===== config.mk =====
export PLATFORM = sky130hd
export DESIGN_NAME = dpll_mode_ctrl
export DESIGN_NICKNAME = d
export VERILOG_FILES = /design/src/rtl/dpll_mode_pkg.sv /design/src/rtl/mode_pin_sync.sv /design/src/rtl/mode_fsm.sv /design/src/rtl/holdover_store.sv /design/src/rtl/dpll_mode_ctrl.sv
export SDC_FILE = /design/constraint.sdc
export NUM_CORES = 1
export LEC_CHECK = 0
export BUFFER_PORTS_ARGS = -buffer_cell sky130_fd_sc_hd__buf_4
export CORE_ASPECT_RATIO = 1.75
export CORE_UTILIZATION = 30
export DETAILED_ROUTE_END_ITERATION = 6
export SETUP_SLACK_MARGIN = 0.05
export SLEW_MARGIN = 20
export SYNTH_ARGS = -nofsm -noshare
export SYNTH_HDL_FRONTEND = slang
export SYNTH_SLANG_ARGS = --single-unit

===== constraint.sdc =====
create_clock -name clk -period 2.4 [get_ports clk]
set_input_delay 0.72 -clock clk [delete_from_list [all_inputs] [get_ports clk]]
set_output_delay 0.72 -clock clk [all_outputs]
set_load 0.02 [all_outputs]

===== src/rtl/dpll_mode_pkg.sv =====
package dpll_mode_pkg;

    typedef enum logic [1:0] {
        MODE_NORMAL    = 2'd0,
        MODE_AUTO_HOLD = 2'd1,
        MODE_HOLD      = 2'd2,
        MODE_FREE      = 2'd3
    } op_mode_t;

    typedef enum logic [1:0] {
        REQ_NORMAL = 2'd0,
        REQ_HOLD   = 2'd1,
        REQ_FREE   = 2'd2
    } mode_req_t;

endpackage


===== src/rtl/mode_pin_sync.sv =====
module mode_pin_sync
    import dpll_mode_pkg::*;
#(
    parameter int SYNC_STAGES = 2
) (
    input  logic       clk,
    input  logic       rst_n,
    input  logic [1:0] pins_async,
    output mode_req_t  req
);

    logic [1:0] stage_q [SYNC_STAGES];

    generate
        for (genvar g = 0; g < SYNC_STAGES; g++) begin : g_stage
            if (g == 0) begin : g_first
                always_ff @(posedge clk or negedge rst_n) begin
                    if (!rst_n) stage_q[g] <= 2'b10;
                    else        stage_q[g] <= pins_async;
                end
            end else begin : g_next
                always_ff @(posedge clk or negedge rst_n) begin
                    if (!rst_n) stage_q[g] <= 2'b10;
                    else        stage_q[g] <= stage_q[g-1];
                end
            end
        end
    endgenerate

    always_comb begin
        unique case (stage_q[SYNC_STAGES-1])
            2'b00:   req = REQ_NORMAL;
            2'b01:   req = REQ_HOLD;
            2'b10:   req = REQ_FREE;
            default: req = REQ_NORMAL;
        endcase
    end

endmodule


===== src/rtl/mode_fsm.sv =====
module mode_fsm
    import dpll_mode_pkg::*;
(
    input  logic      clk,
    input  logic      rst_n,
    input  mode_req_t req,
    input  logic      ref_invalid,
    input  logic      tie_en_in,
    output op_mode_t  state_q,
    output logic      tie_q
);

    op_mode_t state_d;
    logic     moving;
    logic     into_normal_from_hold;

    always_comb begin
        state_d = state_q;
        unique case (req)
            REQ_HOLD: state_d = MODE_HOLD;
            REQ_FREE: state_d = MODE_FREE;
            default: begin
                unique case (state_q)
                    MODE_NORMAL:    if (ref_invalid)  state_d = MODE_AUTO_HOLD;
                    MODE_AUTO_HOLD: if (!ref_invalid) state_d = MODE_NORMAL;
                    MODE_HOLD,
                    MODE_FREE:      state_d = ref_invalid ? MODE_AUTO_HOLD : MODE_NORMAL;
                    default:        state_d = MODE_FREE;
                endcase
            end
        endcase
    end

    assign moving = (state_d != state_q);
    assign into_normal_from_hold = (state_d == MODE_NORMAL) &&
        ((state_q == MODE_HOLD) || (state_q == MODE_AUTO_HOLD));

    always_ff @(posedge clk or negedge rst_n) begin
        if (!rst_n) state_q <= MODE_FREE;
        else        state_q <= state_d;
    end

    always_ff @(posedge clk or negedge rst_n) begin
        if (!rst_n)                     tie_q <= 1'b0;
        else if (into_normal_from_hold) tie_q <= tie_en_in;
        else if (moving)                tie_q <= 1'b0;
    end

    p_loss_enter_auto_r3: assert property (@(posedge clk) disable iff (!rst_n)
        (state_q == MODE_NORMAL && req == REQ_NORMAL && ref_invalid) |=> (state_q == MODE_AUTO_HOLD));

    p_auto_ignores_hold_free_r4: assert property (@(posedge clk) disable iff (!rst_n)
        (state_q == MODE_HOLD && req == REQ_HOLD) |=> (state_q == MODE_HOLD));

    p_tie_cleared_r7: assert property (@(posedge clk) disable iff (!rst_n)
        (moving && !into_normal_from_hold) |=> !tie_q);

    p_tie_follows_r8: assert property (@(posedge clk) disable iff (!rst_n)
        into_normal_from_hold |=> (tie_q == $past(tie_en_in)));

endmodule


===== src/rtl/holdover_store.sv =====
module holdover_store #(
    parameter int          FCW_W   = 16,
    parameter logic [FCW_W-1:0] NOMINAL = '0
) (
    input  logic             clk,
    input  logic             rst_n,
    input  logic             wr_ok,
    input  logic             tick,
    input  logic [FCW_W-1:0] fcw_in,
    output logic [FCW_W-1:0] hold_word
);

    localparam int SLOTS = 2;

    logic [FCW_W-1:0] slot_q  [SLOTS];
    logic [SLOTS-1:0] valid_q;
    logic             wr_sel_q;
    logic             do_write;

    assign do_write = wr_ok && tick;

    generate
        for (genvar g = 0; g < SLOTS; g++) begin : g_slot
            always_ff @(posedge clk or negedge rst_n) begin
                if (!rst_n) begin
                    slot_q[g]  <= NOMINAL;
                    valid_q[g] <= 1'b0;
                end else if (do_write && (wr_sel_q == g[0])) begin
                    slot_q[g]  <= fcw_in;
                    valid_q[g] <= 1'b1;
                end
            end
        end
    endgenerate

    always_ff @(posedge clk or negedge rst_n) begin
        if (!rst_n)        wr_sel_q <= 1'b0;
        else if (do_write) wr_sel_q <= ~wr_sel_q;
    end

    // The slot due to be overwritten next is the one written earlier.
    assign hold_word = (&valid_q) ? slot_q[wr_sel_q] : NOMINAL;

    p_alternate_r9: assert property (@(posedge clk) disable iff (!rst_n)
        do_write |=> (wr_sel_q != $past(wr_sel_q)));

    p_no_write_r12: assert property (@(posedge clk) disable iff (!rst_n)
        !do_write |=> ($stable(slot_q[0]) && $stable(slot_q[1]) && $stable(wr_sel_q)));

endmodule


===== src/rtl/dpll_mode_ctrl.sv =====
module dpll_mode_ctrl
    import dpll_mode_pkg::*;
#(
    parameter int               FCW_W   = 16,
    parameter logic [FCW_W-1:0] NOMINAL = 16'h8000
) (
    input  logic             clk,
    input  logic             rst_n,
    input  logic [1:0]       mode_sel,
    input  logic             ref_invalid,
    input  logic             locked,
    input  logic             fast_lock_req,
    input  logic             tie_en_in,
    input  logic             tick_30ms,
    input  logic [FCW_W-1:0] fcw_in,
    output logic [FCW_W-1:0] fcw_out,
    output logic             st_normal,
    output logic             st_auto_hold,
    output logic             st_holdover,
    output logic             st_freerun,
    output logic             fast_lock,
    output logic             tie_active
);

    mode_req_t        req;
    op_mode_t         state;
    logic [FCW_W-1:0] hold_word;

    mode_pin_sync #(.SYNC_STAGES(2)) u_sync (
        .clk       (clk),
        .rst_n     (rst_n),
        .pins_async(mode_sel),
        .req       (req)
    );

    mode_fsm u_fsm (
        .clk        (clk),
        .rst_n      (rst_n),
        .req        (req),
        .ref_invalid(ref_invalid),
        .tie_en_in  (tie_en_in),
        .state_q    (state),
        .tie_q      (tie_active)
    );

    holdover_store #(.FCW_W(FCW_W), .NOMINAL(NOMINAL)) u_store (
        .clk      (clk),
        .rst_n    (rst_n),
        .wr_ok    (st_normal && locked),
        .tick     (tick_30ms),
        .fcw_in   (fcw_in),
        .hold_word(hold_word)
    );

    always_comb begin
        st_normal    = 1'b0;
        st_auto_hold = 1'b0;
        st_holdover  = 1'b0;
        st_freerun   = 1'b0;
        fcw_out      = NOMINAL;
        unique case (state)
            MODE_NORMAL:    begin st_normal    = 1'b1; fcw_out = fcw_in;    end
            MODE_AUTO_HOLD: begin st_auto_hold = 1'b1; fcw_out = hold_word; end
            MODE_HOLD:      begin st_holdover  = 1'b1; fcw_out = hold_word; end
            MODE_FREE:      begin st_freerun   = 1'b1; fcw_out = NOMINAL;   end
            default:        begin st_freerun   = 1'b1; fcw_out = NOMINAL;   end
        endcase
        fast_lock = st_normal && fast_lock_req;
    end

    p_status_onehot_r5: assert property (@(posedge clk) disable iff (!rst_n)
        $onehot({st_normal, st_auto_hold, st_holdover, st_freerun}));

    p_fastlock_only_normal_r6: assert property (@(posedge clk) disable iff (!rst_n)
        fast_lock |-> st_normal);

    p_freerun_word_r11: assert property (@(posedge clk) disable iff (!rst_n)
        st_freerun |-> (fcw_out == NOMINAL));

endmodule


* After elaboration in Yosys (flattened, before gate mapping)
Index checks and enable logic that the tools add are counted.
** Storage, ports and cells
- Register bits :: 42
- Input bits :: 25
- Output and inout port bits :: 22
- Logic and storage cells :: 50
** Cells by class
- Order comparisons :: 1
- Eq/ne operators :: 8
- Muxes and demuxes :: 17
- Bitwise gates (word level) :: 2
- Reduce and logical (&&, ||, !) cells :: 13
** Operators with widths (number)
- two-way mux 16 bit :: 4
- one-hot mux 16 bit (3 select lines) :: 1
- == test 2 bit (second input constant) :: 4
- one-hot mux 2 bit (2 select lines) :: 2
- two-way mux 1 bit :: 7
- == test 2 x 1 -> 1 bit (second input constant) :: 3
- logical AND 1 bit :: 6
- one-hot mux 2 bit (3 select lines) :: 1
- zero test 2 bit :: 2
- two-way mux 2 bit :: 2
- OR reduction 2 bit :: 2
- >= comparator 2 bit (second input constant) :: 1
- inequality test 2 bit :: 1
- NOT 1 -> 2 bit :: 1
- AND reduction 2 bit :: 1
- nonzero test 2 bit :: 1
- logical OR 1 bit :: 1
- NOT 1 bit :: 1

* Longest topological paths before layout
Gate-level depths: netlist of the first run.
- Depth in word-level cells :: 7
- Gate-level depth with buffers :: 8
- Gate-level depth less buffers :: 6

* Cells and area by module
From an unflattened synthesis of the first run, not the netlist that was laid out.
** Unflattened totals
- Cells, all modules :: 209
- Area total of the unflattened synthesis :: 2362.3 um^2
** Modules (own cells, without submodules)
- holdover_store :: times used 1, cells an instance 111, area each 1602.8 um^2, sequential area each 878.3 um^2
- dpll_mode_ctrl :: times used 1, cells an instance 61, area each 345.3 um^2, sequential area each 0.0 um^2
- mode_fsm :: times used 1, cells an instance 31, area each 296.5 um^2, sequential area each 77.6 um^2
- mode_pin_sync :: times used 1, cells an instance 6, area each 117.6 um^2, sequential area each 102.6 um^2

* Least setup slack after synthesis of the first run
No wires, ideal clock.
- Path type :: reg2out
- From :: reg u_fsm.state_q[0]
- To :: out fcw_out[10]
- Data arrival time :: 1.932 ns
- Data required time :: 1.680 ns
- Path slack :: -0.252 ns
- Stages on the path, launching flop included :: 6
- Path buffers :: 1
- Cell sequence :: dfstp_2 inv_1 ha_1 nand4b_1 clkbuf_1 o21ai_0
** On the way
- Cells in the longest elaborated chain, start to end :: 3
- Elaborated cells between the ends (all ways) :: 6
- Those cells by class :: eq/ne (3); mux (1); reduce/logical (2)
** Ends and longest elaborated chain
- start, declared :: line mode_fsm.sv:9 : output op_mode_t state_q,
- start signal, assigned :: line mode_fsm.sv:40 : else state_q <= state_d;
- == test 2 x 1 -> 1 bit / == test 2 bit (equally long branches) :: line dpll_mode_ctrl.sv:61 : unique case (state)
- OR reduction 2 bit (no line)
- one-hot mux 16 bit (3 select lines) * :: line dpll_mode_ctrl.sv:61
- end, declared :: line dpll_mode_ctrl.sv:16 : output logic [FCW_W-1:0] fcw_out,
Every way passes the cells marked *; elsewhere a longest branch is shown, timed or not.

* Final worst setup path of the first run
- From :: reg u_fsm.state_q[0]
- To :: out fcw_out[14]
The elaborated chain is that of the path after synthesis.

==> results.md, run 1 <==
* Register clock-pin slew on the reported worst setup and hold paths at 60 ps
* Final Power at ~3.3 mW
* Syn Inst Count at 169
* Ys flop type: dfrtp_1
* Count of cell types in the netlist at 32
* Ports at 47
* # clock sinks at between 40 and 50
* NetSw at 1.14 mW
* Clock Tree Buf Depth at 2
* Logic gate share of total power at 0.448
* Post-synth EDFFs at 0
* Critical path arrival at 1800 ps
* Violated checks: setup timing
* Tcrit/Tclk final at 1.05
* Setup CP Type: flip-flop to output pin
* Place WS at around 94 ps
* Hold Path End: u_sync.stage_q[1]
* Yosys top cell area share at 0.438
* RR Startpoint: u_fsm.state_q[0]
* PnR worst setup slack at -118 ps
* Mapped cell area at 0.00206 mm^2
* Reg-to-reg endpoint: u_store.slot_q[14]
* Ant diodes at 0
* Top post-synthesis cells by area: dfrtp_1 (44%), mux2_2 (13%), mux2i_1 (8.3%), dfstp_2 (7.7%), o21ai_0 (4.4%)
* Sequential share of power at 0.350
* Core area at 0.00659 mm^2
* Ys async rst share at 1.00
* Placer Congestion at 0.729
* Initial antenna violation count at 0
* Share of post-route cells with drive strength above 1 at 0.544
* Layout area overhead at 39.9%
* Hold crit path type: flip-flop to flip-flop
* Pwr/cell area at 1160 mW/mm^2
* Post-DRT Antenna Nets at 0
* DRC at 0
* Minimum clock period at 2520 ps
* Setup repair after global routing missed its margin: true
* Max-cap viol count at 0
* Initial core utilization at 0.312
* DRT Pass-1 Iters at 4
* Pin count of the biggest net entering global routing at 43
* DRT iter0 DRCs at 40
* Clk pwr share at 0.201
* P_int at 2.21 mW
* P_leak at 1.35 nW
* IO buf count at 46
* Largest area contributor in the netlist: dfrtp_1
* Vias per cell at between 4 and 5
* Slew HR at 0.593
* Sw Share at 0.340
* Vias at 1498
* Hold-fix buffers, CTS at 0
* Clk root buf: clkbuf_16
* Max IR drop VDD at 0.000575 V
* Die W at 64.6 um
* Setup-failing EPs final at 16
* Startpoint types: flip-flop
* Grt ovf at 0
* Synth Net Count at just under 200
* Die Y at around 110 um
* Req. time, crit path at 1680 ps
* Slew at the pin closest to its max-slew limit at 610 ps
* Global-route usage over all layers at 0.137
* Die area at between 0.007 and 0.008 mm^2
* Nets at 257
* Fin. max-slew vios at 0
* CTS H-Tree Depth at 2
* R2R cell count at 5
* Hold wc startpoint: u_sync.stage_q[3]
* Final Hold Vio Count at 0
* CTS tree: done
* Register bit total from synthesis at 42
* Flop2flop setup slack at 460 ps
* Run status: complete, but fails checks
* TritonCTS Buffers at 5
* First-pass GRT wire length at 7380 um
* Post-DP HPWL at approximately 3100 um
* Worst Path Max Fanout at 10
* Vias in the first global route at between 1500 and 2000
* Fmax at 397 MHz
* Clk Latency, worst-skew pair at 280 ps
* Clock Skews at 2.96 ps
* Critical Path End Type: output pin
* Synth Area per Inst at 12.2 um^2
* Routed WL at 4460 um
* Sequential share of the synthesized area at 0.515
* Row cnt at 39
* Wirelength per Cell at 14.4 um
* Min-Delay Path Depth at 0
* Ys Warns at 0
==> cells in the final DEF (no fill, tap or decap), drive strengths merged, types with 2 or more instances in the layout <==
| master | instances |
|---|---|
| a21oi | 2 |
| and2 | 2 |
| buf | 59 |
| clkbuf | 6 |
| dfrtp | 36 |
| dfstp | 6 |
| ha | 5 |
| inv | 4 |
| mux2 | 30 |
| mux2i | 17 |
| nand2 | 23 |
| nand2b | 2 |
| nand3 | 2 |
| o21ai | 18 |
==> metal layers <==
metal  part of all wire  up-vias  global-route usage
li1                   -      712                   -
met1               0.39      747               0.142
met2               0.55       29               0.250
met3              0.026       10              0.0246
met4              0.030        0              0.0770
met5                  0        -                   0
==> power by group through the flow <==
stage	Combinational [mW]	Clock, mW	Sequential (mW)
after global placement	1.33	0	1.17
final	1.50	0.674	1.17
after global routing	1.61	0.715	1.21
after detailed placement	1.35	0	1.18
after floorplan	0.941	0	1.14
after CTS	1.49	0.694	1.17
==> cell families (layout without fill, tap and decap cells) <==
family,after synthesis,after routing,synth area share
AO/OA/AOI/OAI,28,28,0.0797
adder cells (fa/ha/maj),5,5,0.0304
buffers and inverters,12,71,0.0329
flip-flops,42,42,0.515
multiplexers,47,47,0.258
AND/OR/NAND/NOR,35,35,0.0840
==> timing repair <==
item                       4_1_cts  5_1_grt
pin swaps                        5        2
setup endpoints to repair       15       16
resized for setup               28        3
setup buffers                    3        1
==> state kept, by name, summed over array words and instances, names as in the netlist <==
signal / cells
u_store.wr_sel_q: 1
u_store.slot_q: 32
u_fsm.state_q: 2
u_store.valid_q: 2
u_fsm.tie_q: 1
u_sync.stage_q: 4
==> cell type report <==
class | count | area, um^2
fill | 669 | 3710
clock inverter | 2 | 12.5
sequential | 42 | 1060
clock buffer | 6 | 139
multi-input combinational | 115 | 1030
tap | 82 | 103
timing repair buffer | 59 | 515
inverter | 4 | 15.0
==> metrics by stage <==
stage | std cells | instance area [um^2] | hold slack (ps) | utilization | setup TNS [ps]
2_1_floorplan | 169 | 2120 | 331 | - | 0
3_3_place_gp | 298 | 2590 | 338 | 0.394 | 0
3_5_place_dp | 298 | 2590 | 348 | 0.394 | 0
4_1_cts | 309 | 2850 | 357 | 0.433 | -1160
5_1_grt | 310 | 2880 | 359 | 0.437 | -2320
6_report | 310 | 2880 | 356 | 0.437 | -1300
==> critical path: stages, from the launching register on <==
cell and delay [ps]:
dfstp_2 530, inv_2 50, ha_4 260, nand4b_1 150, buf_6 210, o21ai_2 160
buf_6 130
==> worst max-delay path by stage <==
stage | from | end | slack, ps | depth (start not counted)
2_1_floorplan | u_fsm.state_q[0] | fcw_out[13] | 20 | 5
3_3_place_gp | u_fsm.state_q[0] | fcw_out[4] | 110 | 6
3_5_place_dp | u_fsm.state_q[0] | fcw_out[14] | 90 | 6
4_1_cts | u_fsm.state_q[0] | fcw_out[13] | -110 | 6
5_1_grt | u_fsm.state_q[0] | fcw_out[6] | -180 | 6
6_report | u_fsm.state_q[0] | fcw_out[14] | -120 | 6
==> synthesized netlist by cell type (all sizes together), types with 2 or more instances <==
master / count
dfrtp: 36
mux2: 30
nand2: 23
o21ai: 18
mux2i: 17
buf: 7
dfstp: 6
ha: 5
inv: 4
a21oi: 2
and2: 2
nand2b: 2
nand3: 2
Power figures use the tool's default switching activity.
==> run 2, diff against run 1 <==
--- a/config.mk
+++ b/config.mk
@@ -13,4 +13,5 @@
 export SLEW_MARGIN = 20
 export SYNTH_ARGS = -nofsm -noshare
 export SYNTH_HDL_FRONTEND = slang
+export SYNTH_HIERARCHICAL = 1
 export SYNTH_SLANG_ARGS = --single-unit
==> run 2 against run 1 <==
Net effect:
- the flow now finishes without violations
- worst setup slack better by 120 ps
- combinational power grew 42%
- global-route usage shrank 0.63 points
- sequential share of layout area shrank 3.2 points
- critical endpoint is now fcw_out[9]
- utilization decreased by 2.4 points
- fmax rose by 4.9%
==> results.md, run 2 <==
* Max reg flops at 32 (unchanged)
* Max IR drop VDD at 0.000364 V (-37%)
* Routed WL at 5090 um (+14%)
* Register bit total from synthesis at 42 (unchanged)
* Top cells by instance count after synthesis: nand2_1 (37), dfrtp_1 (36), mux2_2 (23), mux2i_1 (16), nor2_1 (16)
* Nets at 295 (+15%)
* Flop2flop setup slack at 440 ps (-20 ps)
* Slew at the pin closest to its max-slew limit at 534 ps (-75.2 ps)
* Global-route usage over all layers at 0.131 (-0.00633)
* Grt ovf at 0 (unchanged)
* Slowest CP cell: dfstp_2
* Ys Warns at 6 (+6)
* Core area at 0.00762 mm^2 (+16%)
* Run status: completed
* DRT iter0 DRCs at 46 (+15%)
* CTS H-Tree Depth at 2 (unchanged)
* Vias in the first global route at 1708 (+7.3%)
* Clock Skews at 5.28 ps (+2.31 ps)
* Ys async rst share at 1.00 (unchanged)
* Main combinational cell family by area after synthesis: multiplexers
* Setup CP Type: flip-flop to output pin
* Register clock-pin slew on the reported worst setup and hold paths at 60 ps (about the same)
* # clock sinks at 42 (unchanged)
* Xor/xnor share of the synthesized area at 0.00371 (+0.00371)
* Crit path from: u_fsm/state_q[1]
* Dpl cells at 340 (+14%)
* Share of post-route cells with drive strength above 1 at 0.504 (-0.0400)
* Area of the multi-input gates at 0.00129 mm^2 (+25%)
* Vias at 1693 (+13%)
* Setup repair after global routing missed its margin: true
* Setup-failing EPs final at 0 (-16)
* Commonest non-fill, non-tap cell in the layout: buf_4
* Design Area, Final at 0.00315 mm^2 (+9.4%)
* Initial antenna violation count at 0 (unchanged)
* Syn Inst Count at 209 (+24%)
* Synth Area per Inst at 11.3 um^2 (-7.1%)
* Clock Tree Buf Depth at 2 (unchanged)
* Fin. max-slew vios at 0 (unchanged)
* Fin cells at 350 (+13%)
* TritonCTS Buffers at 5 (unchanged)
* Mapped cell area at 0.00236 mm^2 (+15%)
* Final Hold Vio Count at 0 (unchanged)
* Top reg by flops: u_store/slot_q
* Initial core utilization at 0.310 (-0.00204)
* Mux cell area share after synthesis at 0.235 (-0.0234)
* Wirelength per Cell at 14.5 um (+1.2%)
* Placer Congestion at 0.777 (+6.6%)
* Tcrit/Tclk final at 1.00 (-0.0491)
* First-pass GRT wire length at 8370 um (+13%)
* CP Cell Sequence: inv_2 -> ha_4 -> buf_12 -> nand2_4 -> o21ai_4 -> buf_6
* Fin util at 0.413 (-0.0237)
* CTS tree: done
* Commonest non-fill, non-tap cells in the layout: buf_4 (42), dfrtp_1 (36), nand2_1 (26), mux2_2 (23)
* Ports at 47 (unchanged)
* Row cnt at 42 (+7.7%)
* Die Y at 119 um (+7.1%)
* Startpoint types: flip-flop
* Req. time, crit path at 1680 ps (about the same)
* Top post-synthesis cells by area: dfrtp_1 (38%), mux2_2 (11%), mux2i_1 (6.8%), dfstp_2 (6.7%), nand2_1 (5.9%)
* DRT Pass-1 Iters at 4 (unchanged)
* Reg-to-reg endpoint: u_store/slot_q[24]
* Post-DRT Antenna Nets at 0 (unchanged)
* RR Startpoint: u_fsm/state_q[1]
* Simple-gate share of the synthesized area at 0.126 (+0.0415)
* CP endpoint: fcw_out[9]
* Hold crit path type: flip-flop to flip-flop
* Reg area at 0.00106 mm^2 (unchanged)
* Die W at 69.1 um (+7.0%)
* Ant diodes at 0 (unchanged)
* Synth Net Count at 243 (+22%)
* PnR worst setup slack at 0.00533 ps (+118 ps)
* Largest area contributor in the netlist: dfrtp_1
* Synth Area in Compound Gates at 0.0885 (+0.00872)
* Top Family by Delay on Critical Path: flip-flops
* P_leak at 1.52 nW (+13%)
* Ys flop type: dfrtp_1
* Top Registers: u_store/slot_q (32), u_sync/stage_q (4)
* Minimum clock period at 2400 ps (-118 ps)
* Max-cap viol count at 0 (unchanged)
* Die area at 0.00825 mm^2 (+15%)
* Count of cell types in the netlist at 35 (+9.4%)
* Fill count at 736 (+10%)
* Clk Latency, worst-skew pair at 290 ps (about the same)
* Post-Synth Adder-Cell Area at 0.0477 (+0.0172)
* DRC at 0 (unchanged)
* Layout area overhead at 33.2%
* Hold slack at 355 ps (-0.744 ps)
* Worst Path Max Fanout at 6 (-4)
* Buf/Inv on CP at 3 (unchanged)
* Critical path arrival at 1680 ps (-120 ps)
* Clk root buf: clkbuf_16
* Most numerous cell in the Yosys netlist: nand2_1
* Yosys top cell area share at 0.381 (-0.0569)
* Place WS at 225 ps (+131 ps)
* Final Power at 4.08 mW (+22%)
* Fmax at 417 MHz (+4.9%)
* Pin count of the biggest net entering global routing at 43 (unchanged)
* Vias per cell at 4.84 (+0.10%)
* R2R cell count at 6 (+1)
* Slew HR at 0.644 (+0.0511)
* Post-DP HPWL at 3520 um (+14%)
* Placed Area at 0.00279 mm^2 (+7.7%)
* Post-synth EDFFs at 0 (unchanged)
* Setup TNS at 0 ps (+1300 ps)
* Pwr/cell area at 1300 mW/mm^2 (+12%)
* Stages on worst setup path at 6 (unchanged)
* IO buf count at 46 (unchanged)
* Critical path's largest stage delay at 530 ps (about the same)
* Sequential share of the synthesized area at 0.448 (-0.0668)
* Critical Path End Type: output pin
-- run 2: worst min-delay path by stage --
| stage | startpoint | endpoint | slack [ps] | cells past startpoint |
|---|---|---|---|---|
| floorplan | u_sync/stage_q[2] | u_sync/stage_q[0] | 330 | 0 |
| global placement | u_sync/stage_q[2] | u_sync/stage_q[0] | 330 | 0 |
| detailed placement | u_sync/stage_q[2] | u_sync/stage_q[0] | 340 | 0 |
| CTS | u_sync/stage_q[2] | u_sync/stage_q[0] | 350 | 0 |
| global route | u_sync/stage_q[3] | u_sync/stage_q[1] | 360 | 0 |
| finish | u_sync/stage_q[3] | u_sync/stage_q[1] | 360 | 0 |
-- run 2: area by class of cell --
cell class / count / area share
multi-input cells: 149 / 0.410
well taps: 88 / 0.0350
flip-flops and latches: 42 / 0.336
clock inverters: 2 / 0.0119
repair buffers: 56 / 0.157
clock buffers: 6 / 0.0410
inverters: 7 / 0.00835
-- run 2: what timing repair did --
item,4_1_cts,5_1_grt
hold buffers,0,0
setup buffers,1,0
endpoints found under the setup margin,17,16
cloned,1,0
endpoints found under the hold margin,0,0
pin swaps,6,12
gates resized for setup,23,28
-- run 2: logic make-up (layout without fill, tap and decap cells) --
kind of cell    count (synthesis)  count (layout)
xor+xnor                        1               1
mux                            48              48
compound gates                 27              27
buf+inv                        18              71
fa+ha+maj                       9               9
simple gates                   64              64
flops                          42              42
-- run 2: metal layers --
layer	global-route usage	vias up	part of all wire
li1	-	819	-
met1	0.153	834	0.42
met2	0.222	33	0.52
met3	0.0254	7	0.035
met4	0.0689	0	0.024
met5	0	-	0
-- run 2: power breakdown --
group,total (mW),internal [mW],switching (mW),leakage (nW)
registers,1.19,1.03,0.156,0.493
clock network,0.757,0.491,0.266,0.0771
logic,2.13,1.05,1.08,0.949
